File: src/rtl/exc_vec_pkg.sv
package exc_vec_pkg;
    typedef enum logic [1:0] {
        ST_IDLE  = 2'd0,
        ST_PEND  = 2'd1,
        ST_SERVE = 2'd2
    } exc_state_e;

    localparam logic [15:0] VEC_POR    = 16'hFFFE;
    localparam logic [15:0] VEC_CLKMON = 16'hFFFC;
    localparam logic [15:0] VEC_WDOG   = 16'hFFFA;
    localparam logic [15:0] VEC_TRAP   = 16'hFFF8;
    localparam logic [15:0] VEC_SWI    = 16'hFFF6;
    localparam logic [15:0] VEC_XREQ   = 16'hFFF4;
    localparam logic [15:0] VEC_I_TOP  = 16'hFFF2;
    localparam logic [7:0]  PRIO_RESET = 8'hF2;
endpackage

File: src/rtl/exc_prio_reg.sv
module exc_prio_reg
    import exc_vec_pkg::*;
#(
    parameter int NUM_I = 8,
    parameter int IDX_W = $clog2(NUM_I)
) (
    input  logic             clk,
    input  logic             rst_n,
    input  logic             wr_en,
    input  logic [7:0]       wr_data,
    output logic [IDX_W-1:0] promo_idx
);
    localparam int LOW_MIN = 242 - 2 * (NUM_I - 1);

    logic [7:0] prio_q;
    logic       wr_ok;

    // accept only even low bytes that name an existing I source
    assign wr_ok = wr_en && !wr_data[0]
                   && (int'(wr_data) <= 242) && (int'(wr_data) >= LOW_MIN);

    always_ff @(posedge clk or negedge rst_n) begin
        if (!rst_n) begin
            prio_q <= PRIO_RESET;
        end else if (wr_ok) begin
            prio_q <= wr_data;
        end
    end

    assign promo_idx = IDX_W'((PRIO_RESET - prio_q) >> 1);
endmodule

File: src/rtl/exc_i_arbiter.sv
module exc_i_arbiter #(
    parameter int NUM_I = 8,
    parameter int IDX_W = $clog2(NUM_I)
) (
    input  logic [NUM_I-1:0] req,
    input  logic [IDX_W-1:0] promo_idx,
    output logic             any,
    output logic [IDX_W-1:0] win_idx
);
    logic found;

    always_comb begin
        any     = |req;
        win_idx = '0;
        found   = 1'b0;
        // lowest index carries the highest vector
        for (int k = 0; k < NUM_I; k++) begin
            if (!found && req[k]) begin
                win_idx = IDX_W'(k);
                found   = 1'b1;
            end
        end
        if (req[promo_idx]) begin
            win_idx = promo_idx;
        end
    end
endmodule

File: src/rtl/exc_vec_select.sv
module exc_vec_select
    import exc_vec_pkg::*;
#(
    parameter int IDX_W = 3
) (
    input  logic             por,
    input  logic             clkmon,
    input  logic             wdog,
    input  logic             trap,
    input  logic             swi,
    input  logic             x_ok,
    input  logic             i_any,
    input  logic [IDX_W-1:0] i_idx,
    output logic             any_pend,
    output logic [15:0]      vec
);
    logic [15:0] i_vec;

    assign i_vec    = VEC_I_TOP - 16'({i_idx, 1'b0});
    assign any_pend = por | clkmon | wdog | trap | swi | x_ok | i_any;

    always_comb begin
        if (por)         vec = VEC_POR;
        else if (clkmon) vec = VEC_CLKMON;
        else if (wdog)   vec = VEC_WDOG;
        else if (trap)   vec = VEC_TRAP;
        else if (swi)    vec = VEC_SWI;
        else if (x_ok)   vec = VEC_XREQ;
        else             vec = i_vec;
    end
endmodule

File: src/rtl/exc_vector_ctrl.sv
module exc_vector_ctrl
    import exc_vec_pkg::*;
#(
    parameter int NUM_I = 8
) (
    input  logic             clk,
    input  logic             rst_n,
    input  logic             req_por,
    input  logic             req_clkmon,
    input  logic             req_wdog,
    input  logic             req_trap,
    input  logic             req_swi,
    input  logic             req_x,
    input  logic [NUM_I-1:0] req_i,
    input  logic [NUM_I-1:0] force_i,
    input  logic             mask_i,
    input  logic             mask_x,
    input  logic             low_power,
    input  logic             prio_wr,
    input  logic [7:0]       prio_wdata,
    input  logic             vec_fetch,
    output logic             irq_pending,
    output logic             vec_valid,
    output logic [15:0]      vec_addr,
    output logic             wakeup
);
    localparam int IDX_W = $clog2(NUM_I);

    exc_state_e       state_q, state_d;
    logic [NUM_I-1:0] i_eff;
    logic [IDX_W-1:0] promo_idx, win_idx;
    logic             i_any, x_ok, any_pend, capture;
    logic [15:0]      sel_vec, vec_q;

    assign i_eff = (req_i | force_i) & {NUM_I{~mask_i}};
    assign x_ok  = req_x & ~mask_x;

    exc_prio_reg #(.NUM_I(NUM_I), .IDX_W(IDX_W)) u_prio (
        .clk(clk), .rst_n(rst_n), .wr_en(prio_wr), .wr_data(prio_wdata),
        .promo_idx(promo_idx)
    );

    exc_i_arbiter #(.NUM_I(NUM_I), .IDX_W(IDX_W)) u_arb (
        .req(i_eff), .promo_idx(promo_idx), .any(i_any), .win_idx(win_idx)
    );

    exc_vec_select #(.IDX_W(IDX_W)) u_sel (
        .por(req_por), .clkmon(req_clkmon), .wdog(req_wdog),
        .trap(req_trap), .swi(req_swi), .x_ok(x_ok),
        .i_any(i_any), .i_idx(win_idx),
        .any_pend(any_pend), .vec(sel_vec)
    );

    // next-state logic
    always_comb begin
        state_d = state_q;
        unique case (state_q)
            ST_IDLE: begin
                if (vec_fetch && any_pend) state_d = ST_SERVE;
                else if (any_pend)         state_d = ST_PEND;
            end
            ST_PEND: begin
                if (vec_fetch && any_pend) state_d = ST_SERVE;
                else if (!any_pend)        state_d = ST_IDLE;
            end
            ST_SERVE: begin
                if (!vec_fetch) state_d = any_pend ? ST_PEND : ST_IDLE;
            end
            default: state_d = ST_IDLE;
        endcase
    end

    always_ff @(posedge clk or negedge rst_n) begin
        if (!rst_n) state_q <= ST_IDLE;
        else        state_q <= state_d;
    end

    // output process: vector capture
    assign capture = vec_fetch && any_pend && (state_q != ST_SERVE);

    always_ff @(posedge clk or negedge rst_n) begin
        if (!rst_n)       vec_q <= VEC_POR;
        else if (capture) vec_q <= sel_vec;
    end

    assign vec_addr    = vec_q;
    assign vec_valid   = (state_q == ST_SERVE);
    assign irq_pending = any_pend;
    assign wakeup      = low_power && (req_x || i_any);
endmodule

File: config.mk
export PLATFORM = sky130hd
export DESIGN_NAME = exc_vector_ctrl
export DESIGN_NICKNAME = d
export VERILOG_FILES = /design/src/rtl/exc_vec_pkg.sv /design/src/rtl/exc_prio_reg.sv /design/src/rtl/exc_i_arbiter.sv /design/src/rtl/exc_vec_select.sv /design/src/rtl/exc_vector_ctrl.sv
export SDC_FILE = /design/constraint.sdc
export NUM_CORES = 1
export LEC_CHECK = 0
export ABC_AREA = 1
export BUFFER_PORTS_ARGS = -buffer_cell sky130_fd_sc_hd__buf_2
export CAP_MARGIN = 20
export CORE_AREA = 3 3 75 77
export DETAILED_ROUTE_END_ITERATION = 6
export DIE_AREA = 0 0 78 80
export HOLD_SLACK_MARGIN = 0.08
export PLACE_DENSITY_LB_ADDON = 0.3
export SLEW_MARGIN = 20
export SYNTH_ARGS = -nofsm -noshare
export SYNTH_HDL_FRONTEND = slang
export SYNTH_HIERARCHICAL = 1
export SYNTH_SLANG_ARGS = --single-unit
File: constraint.sdc
create_clock -name clk -period 2.4 [get_ports clk]
set_input_delay 0.36 -clock clk [delete_from_list [all_inputs] [get_ports clk]]
set_output_delay 0.36 -clock clk [all_outputs]
set_load 0.02 [all_outputs]
==> results of run 1 <==
==> per-layer routing <==
metal,track usage,wire length [um],vias up
li1,-,-,760
met1,0.124,1450,606
met2,0.183,1490,26
met3,0.0248,129,2
met4,0.0105,10,0
met5,0,0,-
==> worst max-delay path: stages (launching register included) <==
cell	delay, ns
dfstp_2	0.55
ha_1	0.15
xor2_1	0.31
nand3b_1	0.16
nand2_1	0.06
nand2_2	0.07
nand2_2	0.07
inv_2	0.05
nand2_1	0.05
nand2_1	0.05
inv_1	0.05
ha_1	0.28
nand2_1	0.06
nand2_1	0.05
nand3_1	0.08
nand2_1	0.05
==> layout by cell type (no fill, tap or decap), types with 2 or more instances in the layout <==
cell type,synthesis,layout
a21oi_1,5,5
buf_2,1,55
clkbuf_8,0,4
conb_1,2,12
dfrtp_1,6,6
dfstp_2,16,16
ha_1,2,2
inv_1,22,22
inv_2,3,3
nand2_1,74,74
nand2_2,4,4
nand2_4,2,2
nand3_1,24,24
nor2_1,27,27
nor2_2,2,2
nor2_4,2,2
o21ai_1,2,2
==> sequential cells by signal, indices dropped and copies added (netlist names) <==
| register | cells |
|---|---|
| vec_addr | 16 |
| u_prio/prio_q | 4 |
| state_q | 2 |
==> through the flow <==
stage	utilization	std cells	hold WS (ns)	power [mW]
floorplan	-	230	0.0644	0.796
global placement	0.357	339	0.349	0.886
detailed placement	0.357	339	0.355	0.895
CTS	0.370	344	0.311	1.16
global route	0.370	344	0.321	1.23
finish	0.370	344	0.317	1.14
==> power by group through the flow <==
stage / clock network, mW / logic, mW / registers [mW]
after floorplan: 0 / 0.245 / 0.551
after CTS: 0.273 / 0.401 / 0.490
after detailed placement: 0 / 0.399 / 0.496
final: 0.260 / 0.394 / 0.489
after global placement: 0 / 0.392 / 0.494
after global routing: 0.282 / 0.447 / 0.498
==> final cells by class <==
cell class	instances	area, um^2
clock buffer	4	55.1
fill	587	3200
inverter	25	93.8
multi-input combinational	166	777
sequential	22	571
tap	70	87.6
timing repair buffer	57	293
==> cell families (layout without fill, tap and decap cells) <==
family / after synthesis / in the layout / synth area share
simple gates: 139 / 139 / 0.410
buf+inv: 42 / 86 / 0.145
flops: 22 / 22 / 0.372
compound gates: 11 / 11 / 0.0400
fa+ha+maj: 2 / 2 / 0.0163
other cells: 2 / 12 / 0.00490
xor+xnor: 2 / 2 / 0.0114
==> path summary, 6_finish.rpt <==
path                                    end  slack, ns  cells past startpoint
setup / recovery                vec_addr[3]       0.26                     15
hold / removal             u_prio/prio_q[1]       0.32                      3
setup reg to reg                vec_addr[3]       0.26                     15
hold reg to reg                  state_q[0]       0.44                      1
max in group asynchronous      vec_addr[10]       1.46                      2
min in group asynchronous       vec_addr[0]       0.59                      2
==> results.json, run 1 <==
{
  "diodes": 0,
  "critPathRequiredTime_ns": 2.60,
  "worstSetupPathType": "reg2reg",
  "ir_drop_mv": 0.257,
  "row_count": 26,
  "start_kind": "flop",
  "place_ws_ns": 0.243,
  "cts_hold_buf": 1,
  "drtIter0Drc": 79,
  "num_vias": 1394,
  "final.setup_skew_ns": 0.00168,
  "fin_area_mm2": 0.00188,
  "clkPwrFrac": 0.228,
  "detailedPlacementHpwl_mm": 2.45,
  "synth_top_area_frac": 0.274,
  "synth_cell_types": 29,
  "r2r-start": "u_prio/prio_q[1]",
  "ys.flop_type": "dfstp_2",
  "p_int_mw": 0.747,
  "finalSetupViolCount": 0,
  "final.setup.tns_ns": 0,
  "yosys.area.top_type": "dfstp_2",
  "end_kind": "flop",
  "wl_per_cell_um": 8.96,
  "syn_to_final_growth_pct": 22.4,
  "routed_wl_mm": 3.08,
  "grt_overflow": 0,
  "ys_seq_area_frac": 0.372,
  "via_per_inst": 4.05,
  "synth_edf_count": 0,
  "ys.warnings.count": 6,
  "cts.sinks": 22,
  "drive_gt1_frac": 0.332,
  "cp_data_arrival_time_ns": 2.34,
  "clockBufferDepth": 2,
  "grt_max_degree": 23,
  "core_area_mm2": 0.00507,
  "port_buffers": 55,
  "ys_ff_latch": 22,
  "antenna_found_initial": 0,
  "pwr-share-comb": 0.345,
  "layout_setup_ws_ns": 0.256,
  "clock_latency_ns": 0.26,
  "die_area_mm2": 0.00624,
  "drcViolationCount": 0,
  "die_x_um": 78,
  "switchingPower_mw": 0.396,
  "cts_setup_buffers": 0,
  "power.share.switching": 0.347,
  "leakagePower_nw": 1.06,
  "grt_pass1_wl_mm": 5.22,
  "period_share": 0.893,
  "min_from": "prio_wdata[1]",
  "cts_tree": "yes",
  "nNetsFinal": 314,
  "synth.avg_cell_area_um2": 6.97,
  "htreeDepth": 1,
  "placed_area_mm2": 0.00181,
  "critPathLaunch": "u_prio/prio_q[1]",
  "min_path_type": "in2reg",
  "cts_resized": 0,
  "dr.pass1.iters": 4,
  "p_seq_frac": 0.427,
  "slew_viol_final": 0,
  "outcome": "completed",
  "io_pins": 56,
  "syn_area_mm2": 0.00153,
  "period_minus_slack_ns": 2.14,
  "grt_pass1_vias": 1263,
  "ant_nets": 0,
  "gr-usage-all-layers": 0.101,
  "hold_violations": 0,
  "fmax_mhz": 466,
  "gp_congestion": 0.709,
  "syn_inst": 220,
  "clk_pin_slew_ns": 0.08,
  "yosysMostFrequentCell": "nand2_1",
  "async_flop_share": 1.00,
  "path_max_fanout": 5,
  "rsz0062_at_grt": "false",
  "synth_common_cells": "74 x nand2_1, 27 x nor2_1, 24 x nand3_1",
  "maxCapViolations": 0,
  "die_y_um": 80,
  "p_per_area_mw_per_mm2": 609,
  "synthTopCellsByArea": "dfstp_2 27%, nand2_1 18%, dfrtp_1 9.8%",
  "cts_buffers": 3,
  "start_util": 0.302,
  "cts_root_buffer": "clkbuf_8"
}
Note: power is estimated with default switching activity, not from simulation.
==> run 2, diff against run 1 <==
--- a/config.mk
+++ b/config.mk
@@ -5,16 +5,14 @@
 export SDC_FILE = /design/constraint.sdc
 export NUM_CORES = 1
 export LEC_CHECK = 0
-export ABC_AREA = 1
 export BUFFER_PORTS_ARGS = -buffer_cell sky130_fd_sc_hd__buf_2
 export CAP_MARGIN = 20
-export CORE_AREA = 3 3 75 77
+export CORE_AREA = 3 3 59 61
 export DETAILED_ROUTE_END_ITERATION = 6
-export DIE_AREA = 0 0 78 80
+export DIE_AREA = 0 0 62 64
 export HOLD_SLACK_MARGIN = 0.08
 export PLACE_DENSITY_LB_ADDON = 0.3
 export SLEW_MARGIN = 20
 export SYNTH_ARGS = -nofsm -noshare
 export SYNTH_HDL_FRONTEND = slang
-export SYNTH_HIERARCHICAL = 1
 export SYNTH_SLANG_ARGS = --single-unit
==> results.json, run 2 <==
{
  "io_pins": 56,
  "syn_inst": 105,
  "period_share": 0.946,
  "crit_chain": "ha_1 -> xnor2_2 -> mux4_2 -> nor3_2 -> o32a_1 -> ha_1 -> nand2_1 -> a31oi_1",
  "grt_pass1_wl_mm": 3.34,
  "start_kind": "flop",
  "drtIter0Drc": 24,
  "gr-usage-all-layers": 0.105,
  "fmax_mhz": 440,
  "antenna_found_initial": 0,
  "path_max_fanout": 4,
  "drcViolationCount": 0,
  "slew_headroom": 0.559,
  "row_count": 20,
  "drive_gt1_frac": 0.433,
  "htreeDepth": 1,
  "worstSetupPathType": "reg2reg",
  "hold_violations": 0,
  "layout_commonest_cell": "buf_2",
  "gp_congestion": 0.865,
  "tightest_slew_ns": 0.645,
  "via_per_inst": 4.74,
  "yosysMostFrequentCell": "nor2_1",
  "cts_tree": "yes",
  "synthTopCellsByArea": "dfstp_2 14%, dfrtp_1 13%, buf_4 9.7%",
  "dp.cells": 189,
  "die_x_um": 62,
  "ir_drop_mv": 0.299,
  "grt_max_degree": 13,
  "ant_nets": 0,
  "die_y_um": 64,
  "slew_viol_final": 0,
  "wl_per_cell_um": 11.7,
  "cpMostUsedCell": "ha_1",
  "core_area_mm2": 0.00303,
  "synth_common_cells": "17 x nor2_1, 12 x buf_4, 5 x a21oi_1, 5 x dfrtp_1, 5 x dfstp_2",
  "leakagePower_nw": 0.542,
  "port_buffers": 43,
  "min_path_type": "in2reg",
  "synth_edf_count": 0,
  "synth.avg_cell_area_um2": 8.87,
  "hold_ws_ns": 0.343,
  "clock_latency_ns": 0.26,
  "detailedPlacementHpwl_mm": 1.88,
  "outcome": "completed",
  "final_cell_mix": "43 x buf_2, 17 x nor2_1, 12 x conb_1",
  "cts_root_buffer": "clkbuf_4",
  "async_flop_share": 1.00,
  "clk_pin_slew_ns": 0.07,
  "syn_area_um2": 931,
  "fin_area_mm2": 0.00120,
  "ys.warnings.count": 0,
  "final.setup_skew_ns": 0.00545,
  "synth_cell_types": 44,
  "crit_path_top_delay_cell": "dfstp_2",
  "clockBufferDepth": 2,
  "synth_top_area_frac": 0.141,
  "dr.pass1.iters": 4,
  "nNetsFinal": 190,
  "routed_wl_mm": 2.27,
  "start_util": 0.307,
  "ys.flop_type": "dfstp_2",
  "period_minus_slack_ns": 2.27,
  "finalSetupViolCount": 0,
  "grt_overflow": 0,
  "cp_data_arrival_time_ns": 2.45,
  "grt_pass1_vias": 810,
  "final_cell_count_no_fill": 194,
  "cts_buffers": 3,
  "critPathRequiredTime_ns": 2.58,
  "yosys.area.top_type": "dfstp_2",
  "post-route-util": 0.397,
  "placed_area_mm2": 0.00114,
  "ys_ff_latch": 10,
  "syn_to_final_growth_pct": 29.2,
  "maxCapViolations": 0,
  "ys_seq_area_frac": 0.276,
  "p_per_area_mw_per_mm2": 504,
  "fill_cells": 316,
  "end_kind": "flop",
  "num_vias": 920,
  "cts_setup_buffers": 0,
  "slowest_delay_ns": 0.54,
  "die_area_mm2": 0.00397,
  "cts.sinks": 10,
  "diodes": 0
}
[run 2: cell count changes in the layout (fill, tap and decap cells not counted), sizes merged, moves of 4 or more]
cell / change
a211oi: +4
buf: -11
dfstp: -11
inv: -23
nand2: -76
nand3: -24
nor2: -14
[run 2: area by class of cell]
class / count / area, um^2 / area share
repair buffers: 46 / 240 / 0.200
flip-flops and latches: 10 / 256 / 0.213
inverters: 2 / 7.51 / 0.00624
multi-input cells: 88 / 607 / 0.505
well taps: 44 / 55.1 / 0.0458
clock buffers: 4 / 36.3 / 0.0302
[run 2: through the flow]
step	setup TNS (ns)	setup WS, ns	power [mW]
after CTS	0	0.0641	0.606
after floorplan	0	0.177	0.387
after global placement	0	0.147	0.447
after global routing	-0.0235	-0.0235	0.651
final	0	0.129	0.607
after detailed placement	0	0.0685	0.451
[run 2: report_power, final]
| group | internal [mW] | leakage [nW] | total (mW) | switching, mW |
|---|---|---|---|---|
| clock | 0.0920 | 0.0210 | 0.151 | 0.0585 |
| sequential | 0.195 | 0.116 | 0.210 | 0.0147 |
| combinational | 0.112 | 0.404 | 0.246 | 0.134 |
[run 2: cell families after synthesis]
family	Yosys count	synth area share
AND/OR/NAND/NOR	38	0.223
AO/OA/AOI/OAI	27	0.223
buffers and inverters	17	0.125
flip-flops	10	0.276
multiplexers	6	0.0820
XOR/XNOR	3	0.0363
adder cells (fa/ha/maj)	2	0.0269
other	2	0.00807
[run 2: timing repair]
item                                    CTS  global route
endpoints found under the setup margin    0             2
endpoints found under the hold margin     5             0
hold buffers                              1             0
resized for setup                         0             2
[run 2: path summary, 6_finish.rpt]
check                                      start          endpoint  slack (ns)  depth (start not counted)
worst max-delay path            u_prio.prio_q[1]       vec_addr[3]        0.13                          8
worst min-delay path               prio_wdata[1]  u_prio.prio_q[1]        0.34                          2
max in group asynchronous                  rst_n  u_prio.prio_q[1]        1.66                          2
worst min register to register       vec_addr[2]       vec_addr[2]        0.50                          2
worst max register to register  u_prio.prio_q[1]       vec_addr[3]        0.13                          8
min in group asynchronous                  rst_n        state_q[1]        0.49                          2
[run 2: metal layers]
| layer | global-route usage | vias to the layer above | share of wire |
|---|---|---|---|
| met3 | 0.0162 | 0 | 0.084 |
| li1 | - | 461 | - |
| met4 | 0.0239 | 0 | 0 |
| met5 | 0 | - | 0 |
| met2 | 0.168 | 41 | 0.45 |
| met1 | 0.146 | 418 | 0.47 |
[run 2: critical path: cells and delay by family, from the launching register on]
family,cells,cell delay [ns]
and+or+nand+nor,2,0.23
muxes,1,0.54
adders and majority gates,2,0.42
DFF,1,0.54
xor gates and xnor gates,1,0.16
AOI/OAI and AO/OA,2,0.30
==> run 3, diff against run 2 <==
==> constraint.sdc (replaced) <==
create_clock -name clk -period 2.75 [get_ports clk]
set_input_delay 0.4125 -clock clk [delete_from_list [all_inputs] [get_ports clk]]
set_output_delay 0.4125 -clock clk [all_outputs]
set_load 0.02 [all_outputs]
==> results.json, run 3 (same netlist as run 2, synthesis figures left out) <==
{
  "nNetsFinal": 188,
  "grt_overflow": 0,
  "drcViolationCount": 0,
  "io_pins": 56,
  "clock_latency_ns": 0.26,
  "dr.pass1.iters": 4,
  "cts_tree": "yes",
  "grt_pass1_wl_mm": 3.51,
  "layout_commonest_cell": "buf_2",
  "cp_data_arrival_time_ns": 2.58,
  "period_share": 0.872,
  "slew_headroom": 0.609,
  "clk_pin_slew_ns": 0.07,
  "outcome": "completed",
  "min_path_type": "in2reg",
  "row_count": 20,
  "routed_wl_mm": 2.26,
  "final.setup_skew_ns": 0.00174,
  "cts.sinks": 10,
  "num_vias": 901,
  "syn_to_final_growth_pct": 26.3,
  "htreeDepth": 1,
  "finalSetupViolCount": 0,
  "cts_setup_buffers": 0,
  "r2r_setup_slack_ns": 0.35,
  "fill_cells": 309,
  "maxCapViolations": 0,
  "die_area_mm2": 0.00397,
  "start_util": 0.307,
  "drive_gt1_frac": 0.412,
  "clockBufferDepth": 2,
  "seq_area_um2": 256,
  "ant_nets": 0,
  "p_per_area_mw_per_mm2": 442,
  "die_x_um": 62,
  "final.setup.tns_ns": 0,
  "core_area_mm2": 0.00303,
  "path_max_fanout": 4,
  "cts_hold_buf": 1,
  "cts_resized": 0,
  "slew_viol_final": 0,
  "die_y_um": 64,
  "cts_buffers": 3,
  "detailedPlacementHpwl_mm": 1.89,
  "diodes": 0,
  "drtIter0Drc": 57,
  "final_cell_count_no_fill": 192,
  "dp.cells": 187,
  "end_kind": "flop",
  "rsz0062_at_grt": "false",
  "grt_max_degree": 13,
  "tightest_slew_ns": 0.571,
  "ir_drop_mv": 0.263,
  "multi_input_area_um2": 596,
  "leakagePower_nw": 0.529,
  "gr-usage-all-layers": 0.112,
  "port_buffers": 43,
  "hold_violations": 0,
  "grt_pass1_vias": 853,
  "final_cell_mix": "43 x buf_2, 17 x nor2_1, 12 x conb_1",
  "start_kind": "flop",
  "post-route-util": 0.388,
  "period_minus_slack_ns": 2.40,
  "gp_congestion": 0.864,
  "fmax_mhz": 417,
  "critPathRequiredTime_ns": 2.93,
  "antenna_found_initial": 0,
  "worstSetupPathType": "reg2reg",
  "cts_root_buffer": "clkbuf_4",
  "via_per_inst": 4.69,
  "wl_per_cell_um": 11.8
}
run 3: cell count changes in the layout (fill, tap and decap cells not counted), sizes merged:
cell  before  now
buf       45   43
run 3: area by class of cell:
cell class | instances | share of cell area
flip-flops and latches | 10 | 0.218
well taps | 44 | 0.0468
multi-input cells | 88 | 0.506
clock buffers | 4 | 0.0309
repair buffers | 44 | 0.191
inverters | 2 | 0.00638
run 3: path summary, 6_finish.rpt:
check	start	endpoint	depth (start not counted)
worst max-delay path	u_prio.prio_q[1]	vec_addr[3]	8
worst min-delay path	vec_fetch	state_q[1]	2
worst max register to register	u_prio.prio_q[1]	vec_addr[3]	8
worst min register to register	vec_addr[2]	vec_addr[2]	2
max in group asynchronous	rst_n	vec_addr[3]	2
min in group asynchronous	rst_n	state_q[1]	2
run 3: report_power, final:
group	leakage [nW]	internal (mW)	switching, mW
logic	0.391	0.0901	0.113
clock network	0.0210	0.0803	0.0528
registers	0.116	0.170	0.0131
run 3: per-layer routing:
layer  up-vias  part of all wire  track usage
met5         -                 0            0
met4         0            0.0053       0.0318
met3         2             0.083       0.0121
met2        46              0.43        0.168
met1       395              0.48        0.165
li1        458                 -            -
run 3: worst max-delay path, cell delays in order, from the launching register on:
cell and delay [ns]:
dfstp_2 0.54, ha_1 0.18, xnor2_2 0.15, mux4_2 0.53, nor3_1 0.28, o32a_1 0.26
ha_1 0.23, nand2_1 0.06, a31oi_1 0.08
run 3: stage by stage:
step | total power [mW] | setup WS (ns) | hold slack (ns) | area (um^2)
floorplan | 0.338 | 0.527 | 0.117 | 968
global placement | 0.383 | 0.427 | 0.285 | 1130
detailed placement | 0.387 | 0.356 | 0.284 | 1130
CTS | 0.522 | 0.341 | 0.389 | 1180
global route | 0.558 | 0.166 | 0.378 | 1180
finish | 0.520 | 0.352 | 0.390 | 1180
